## config.mk

```make
export PLATFORM = sky130hd
export DESIGN_NAME = cfgport_ctl
export DESIGN_NICKNAME = d
export VERILOG_FILES = /design/src/rtl/cfgport_ctl.sv
export SDC_FILE = /design/constraint.sdc
export NUM_CORES = 1
export LEC_CHECK = 0
export BUFFER_PORTS_ARGS = -buffer_cell sky130_fd_sc_hd__buf_2
export CORE_ASPECT_RATIO = 1.5
export CORE_MARGIN = 4
export CORE_UTILIZATION = 44
export DETAILED_ROUTE_END_ITERATION = 7
export GPL_ROUTABILITY_DRIVEN = 0
export PLACE_DENSITY = 0.65
export SLEW_MARGIN = 10
export SYNTH_ARGS = -nofsm -noshare
export SYNTH_HDL_FRONTEND = slang
export SYNTH_SLANG_ARGS = --single-unit
```

## constraint.sdc

```tcl
create_clock -name clk -period 3.7 [get_ports clk]
set_input_delay 0.74 -clock clk [delete_from_list [all_inputs] [get_ports clk]]
set_output_delay 0.74 -clock clk [all_outputs]
set_load 0.05 [all_outputs]
```

## src/rtl/cfgport_ctl.sv

```systemverilog
module cfgport_ctl #(
  parameter int              ADDR_W    = 16,
  parameter logic [ADDR_W-1:0] BASE_ADDR = 16'h03F0,
  parameter int              NDEV      = 9,
  parameter int              AUX_LDN   = 8,
  parameter int              NGPIO     = 8,
  parameter logic [7:0]      GPIO_IDX  = 8'hC0,
  parameter logic [7:0]      ENTER_KEY = 8'h55,
  parameter logic [7:0]      EXIT_KEY  = 8'hAA,
  parameter logic [7:0]      DEV_ID    = 8'h30,
  parameter logic [7:0]      DEV_REV   = 8'h01
) (
  input  logic                clk,
  input  logic                rst_n,
  input  logic [ADDR_W-1:0]   addr,
  input  logic                wr_en,
  input  logic                rd_en,
  input  logic [7:0]          wdata,
  output logic [7:0]          rdata,
  output logic [NDEV-1:0]     dev_active,
  output logic [NDEV*16-1:0]  dev_pri_base,
  output logic [NDEV*16-1:0]  dev_sec_base,
  output logic [NDEV*8-1:0]   dev_pri_irq,
  output logic [NDEV*8-1:0]   dev_sec_irq,
  output logic [NGPIO*5-1:0]  gpio_cfg
);
  localparam int SW = (NDEV > 1) ? $clog2(NDEV) : 1;
  localparam int GW = (NGPIO > 1) ? $clog2(NGPIO) : 1;
  localparam logic [ADDR_W-1:0] DAT_ADDR = BASE_ADDR + 1'b1;
  localparam logic [7:0] NDEV_B  = 8'(NDEV);
  localparam logic [7:0] NGPIO_B = 8'(NGPIO);
  localparam logic [7:0] AUX_B   = 8'(AUX_LDN);

  localparam logic [7:0] IX_LDN  = 8'h07;
  localparam logic [7:0] IX_ID   = 8'h20;
  localparam logic [7:0] IX_REV  = 8'h21;
  localparam logic [7:0] IX_ACT  = 8'h30;
  localparam logic [7:0] IX_PBH  = 8'h60;
  localparam logic [7:0] IX_PBL  = 8'h61;
  localparam logic [7:0] IX_SBH  = 8'h62;
  localparam logic [7:0] IX_SBL  = 8'h63;
  localparam logic [7:0] IX_PIRQ = 8'h70;
  localparam logic [7:0] IX_SIRQ = 8'h72;
  localparam logic [7:0] IX_DEC0 = 8'hF0;
  localparam logic [7:0] IX_DEC1 = 8'hF1;

  logic        cfg_mode;
  logic [7:0]  idx, ldn;
  logic        act   [NDEV];
  logic [15:0] pbase [NDEV];
  logic [15:0] sbase [NDEV];
  logic [7:0]  pirq  [NDEV];
  logic [7:0]  sirq  [NDEV];
  logic [7:0]  dec0  [NDEV];
  logic [7:0]  dec1  [NDEV];
  logic [4:0]  gcfg  [NGPIO];

  wire hit_idx = addr == BASE_ADDR;
  wire hit_dat = addr == DAT_ADDR;
  wire idx_wr  = cfg_mode && wr_en && hit_idx;
  wire dat_wr  = cfg_mode && wr_en && hit_dat;
  wire ldn_ok  = ldn < NDEV_B;
  wire [SW-1:0] sel = ldn[SW-1:0];
  wire [7:0] goff    = idx - GPIO_IDX;
  wire       gpio_ok = (ldn == AUX_B) && (goff < NGPIO_B);
  wire [GW-1:0] gsel = goff[GW-1:0];

  always_ff @(posedge clk) begin
    if (!rst_n) begin
      cfg_mode <= 1'b0;
      idx      <= 8'h00;
      ldn      <= 8'h00;
    end else begin
      if (!cfg_mode) begin
        if (wr_en && hit_idx && wdata == ENTER_KEY) cfg_mode <= 1'b1;
      end else if (idx_wr) begin
        if (wdata == EXIT_KEY) cfg_mode <= 1'b0;
        else                   idx      <= wdata;
      end
      if (dat_wr && idx == IX_LDN) ldn <= wdata;
    end
  end

  always_ff @(posedge clk) begin
    if (!rst_n) begin
      for (int d = 0; d < NDEV; d++) begin
        act[d]   <= 1'b0;
        pbase[d] <= 16'h0000;
        sbase[d] <= 16'h0000;
        pirq[d]  <= 8'h00;
        sirq[d]  <= 8'h00;
        dec0[d]  <= 8'h00;
        dec1[d]  <= 8'h00;
      end
      for (int g = 0; g < NGPIO; g++) gcfg[g] <= 5'h00;
    end else if (dat_wr) begin
      if (gpio_ok) gcfg[gsel] <= wdata[4:0];
      else if (ldn_ok) begin
        case (idx)
          IX_ACT:  act[sel]         <= wdata[0];
          IX_PBH:  pbase[sel][15:8] <= wdata;
          IX_PBL:  pbase[sel][7:0]  <= wdata;
          IX_SBH:  sbase[sel][15:8] <= wdata;
          IX_SBL:  sbase[sel][7:0]  <= wdata;
          IX_PIRQ: pirq[sel]        <= wdata;
          IX_SIRQ: sirq[sel]        <= wdata;
          IX_DEC0: dec0[sel]        <= wdata;
          IX_DEC1: dec1[sel]        <= wdata;
          default: ;
        endcase
      end
    end
  end

  always_comb begin
    rdata = 8'hFF;
    if (cfg_mode && rd_en) begin
      if (hit_idx) rdata = idx;
      else if (hit_dat) begin
        rdata = 8'h00;
        if      (idx == IX_LDN) rdata = ldn;
        else if (idx == IX_ID)  rdata = DEV_ID;
        else if (idx == IX_REV) rdata = DEV_REV;
        else if (gpio_ok)       rdata = {3'b000, gcfg[gsel]};
        else if (ldn_ok) begin
          case (idx)
            IX_ACT:  rdata = {7'b0, act[sel]};
            IX_PBH:  rdata = pbase[sel][15:8];
            IX_PBL:  rdata = pbase[sel][7:0];
            IX_SBH:  rdata = sbase[sel][15:8];
            IX_SBL:  rdata = sbase[sel][7:0];
            IX_PIRQ: rdata = pirq[sel];
            IX_SIRQ: rdata = sirq[sel];
            IX_DEC0: rdata = dec0[sel];
            IX_DEC1: rdata = dec1[sel];
            default: rdata = 8'h00;
          endcase
        end
      end
    end
  end

  for (genvar d = 0; d < NDEV; d++) begin : g_dev
    assign dev_active[d]           = act[d];
    assign dev_pri_base[d*16 +: 16] = pbase[d];
    assign dev_sec_base[d*16 +: 16] = sbase[d];
    assign dev_pri_irq[d*8 +: 8]    = pirq[d];
    assign dev_sec_irq[d*8 +: 8]    = sirq[d];
  end

  for (genvar g = 0; g < NGPIO; g++) begin : g_gpio
    assign gpio_cfg[g*5 +: 5] = gcfg[g];
  end
endmodule

```

==> impl_metrics.env <==
export IMPL_drcViolationCount=0
export IMPL_die_x_um=277
export IMPL_violations="negative setup slack"
export IMPL_switching_share=0.251
export IMPL_outcome="finished with violations"
export IMPL_crit_arrival_ps=3720
export IMPL_final_nets=4263
export IMPL_powerDensity_nw_per_um2=457
export IMPL_synthFlopType="edfxtp_1"
export IMPL_ant_nets=0
export IMPL_maxSlewViolCount=0
export IMPL_ys_types=74
export IMPL_dp_hpwl_mm=119
export IMPL_die_y_um=412
export IMPL_seq_area_frac_synth=0.684
export IMPL_p_seq_frac=0.530
export IMPL_hold_start="wdata[5]"
export IMPL_finalHoldViolations=0
export IMPL_clock_root_buffer="clkbuf_16"
export IMPL_muxShareOfSynthArea=0.143
export IMPL_cts_hold_buf=0
export IMPL_synth_compound_area_share=0.0343
export IMPL_final_core_util=0.566
export IMPL_numPortBuffers=516
export IMPL_grt_pass1_vias=32200
export IMPL_finClkSkew_ps=19.0
export IMPL_via_count=32300
export IMPL_core_area_sq_um=108000
export IMPL_cts_max_level=3
export IMPL_cts_tree="done"
export IMPL_synth_xor_area_frac=0
export IMPL_r2r_start="idx[2]"
export IMPL_io_pins=517
export IMPL_syn_avg_cell_area_sq_um=16.4
export IMPL_cp_data_required_time_ps=2960
export IMPL_area_growth_pct=27.9
export IMPL_layout_drive_gt1_share=0.349
export IMPL_start_kind="register"
export IMPL_viasPerCell=5.61
export IMPL_post_synth_top_count_cell="edfxtp_1"
export IMPL_clk_latency_ps=720
export IMPL_endpoint_kind="output pin"
export IMPL_p_switching_uw=7040
export IMPL_setup_viol=8
export IMPL_wl_mm=166
export IMPL_wl_per_cell_um=28.9
export IMPL_period_needed_ps=4460
export IMPL_yosys_area_share_simple=0.115
export IMPL_grtUsageTotal=0.285
export IMPL_combPwrFrac=0.086
export IMPL_synth_cells=2922
export IMPL_drt_iter0_drc=3883
export IMPL_synthTopCellsByArea="edfxtp_1, mux4_2, and2_1"
export IMPL_leakagePower_uw=0.0228
export IMPL_rsz0062_at_grt="yes"
export IMPL_irDropWorstVdd_mv=0.352
export IMPL_async_flop_share=0
export IMPL_dr_pass1_iters=6
export IMPL_p_int_uw=21000
export IMPL_max_freq_ghz=0.224
export IMPL_worstMarginPinSlew_ps=914
export IMPL_synthTopCellsByCount="edfxtp_1, and2_1, mux4_2, clkbuf_1, nor3_1"
export IMPL_die_area_sq_um=114000
export IMPL_antenna_found_initial=13
export IMPL_min_path_type="input pin to register"
export IMPL_syn_area_sq_um=47900
export IMPL_row_count=148
export IMPL_dp_slack_ps=-463
export IMPL_slew_headroom=0.391
export IMPL_fin_ws_ps=-756
export IMPL_start_util=0.442
export IMPL_grt_pass1_wl_mm=234
export IMPL_cts_buffers_inserted=103
export IMPL_synthAdderAreaFrac=0
export IMPL_synth_top_family_by_area="multiplexers"
export IMPL_maxCapViolCount=0
export IMPL_crit_fanout=10
export IMPL_synth_top_area_frac=0.671
export IMPL_synth_edf_count=1071
export IMPL_path_class="register to output pin"
export IMPL_ys_warn_count=0
export IMPL_clkSinkCount=1101
export IMPL_ctsLongestPathBuffers=3
export IMPL_clkPwrFrac=0.385
export IMPL_ys_ff_latch=1101
export IMPL_synth_top_cell_by_area="edfxtp_1"
export IMPL_cts_clk_slew_worst_paths_ps=60
export IMPL_overflow=0
export IMPL_fin_crit_sh=1.20
export IMPL_grt_max_degree=128
-- flip-flops by register name, indices dropped and copies added, names as in the netlist, 16 cells and up, named ones only --
register / count
pirq: 128
dec0: 128
pbase: 256
dec1: 128
act: 16
sbase: 256
gcfg: 40
sirq: 128
-- through the flow --
stage	TNS [ps]	power, uW	std cells	area [sq um]	hold WS (ps)
3_5_place_dp	-2790	17500	5507	56700	468
4_1_cts	-5340	28100	5740	61100	314
2_1_floorplan	0	16400	3376	49600	445
3_3_place_gp	-2120	17400	5507	56700	459
6_report	-5420	28000	5752	61300	365
5_1_grt	-5840	28800	5749	61300	342
-- cell type report --
type / instances / area (sq um)
antenna: 3 / 7.51
timing repair buffer: 988 / 7110
clock inverter: 72 / 681
clock buffer: 122 / 2690
inverter: 5 / 21.3
fill: 8581 / 47000
tap: 1425 / 1780
multi-input combinational: 2036 / 16300
sequential: 1101 / 32800
-- cell families (layout without fill, tap and decap cells) --
group | Yosys count | in the layout
other | 1 | 458
flip-flops | 1101 | 1101
AO/OA/AOI/OAI | 253 | 253
buffers and inverters | 239 | 1187
AND/OR/NAND/NOR | 972 | 972
multiplexers | 356 | 356
-- critical path: stages, from the launching register on --
cell and delay [ps]:
dfxtp_4 420, bufbuf_16 330, mux4_2 530, mux2i_2 220, o32ai_2 160, or4_4 570
o41ai_4 360, buf_4 180, a21oi_4 60, buf_12 150
-- per-layer routing --
metal,vias to the layer above,global-route usage,wire length (um)
met4,6,0.136,9360
met2,1738,0.482,82300
met5,-,0,37
met1,16700,0.352,58900
met3,348,0.0619,15700
li1,13500,-,-
-- repair_timing --
action                                  CTS  global route
endpoints found under the setup margin    8             8
resized for setup                       114            17
gates cloned                              4             3
setup buffers                            37             7
pin swaps                                30             5
-- worst paths after layout --
check / end / slack (ps) / depth (start not counted)
worst max-delay path: rdata[4] / -760 / 9
worst min-delay path: sbase[12][13] / 370 / 1
worst max register to register: sbase[7][14] / 790 / 7
worst min register to register: act[5] / 480 / 2
-- power groups by stage --
stage	registers, uW	clock network, uW	logic [uW]
after global routing	14900	11400	2490
after CTS	14800	10900	2380
after floorplan	15900	0	542
after detailed placement	15100	0	2360
final	14800	10800	2400
after global placement	15100	0	2350
-- layout by cell type, fill, tap and decap left out, types with 25 or more instances in the layout --
cell type,instances
nor2b_1,26
edfxtp_1,1071
dfxtp_1,25
and2_1,539
o21ai_0,79
clkinv_2,27
buf_4,404
nand3_1,27
nor2_1,99
mux4_2,261
buf_12,50
nor3_1,100
buf_2,500
conb_1,455
mux2i_1,78
clkbuf_16,108
nand2_1,97
Power figures use the tool's default switching activity.
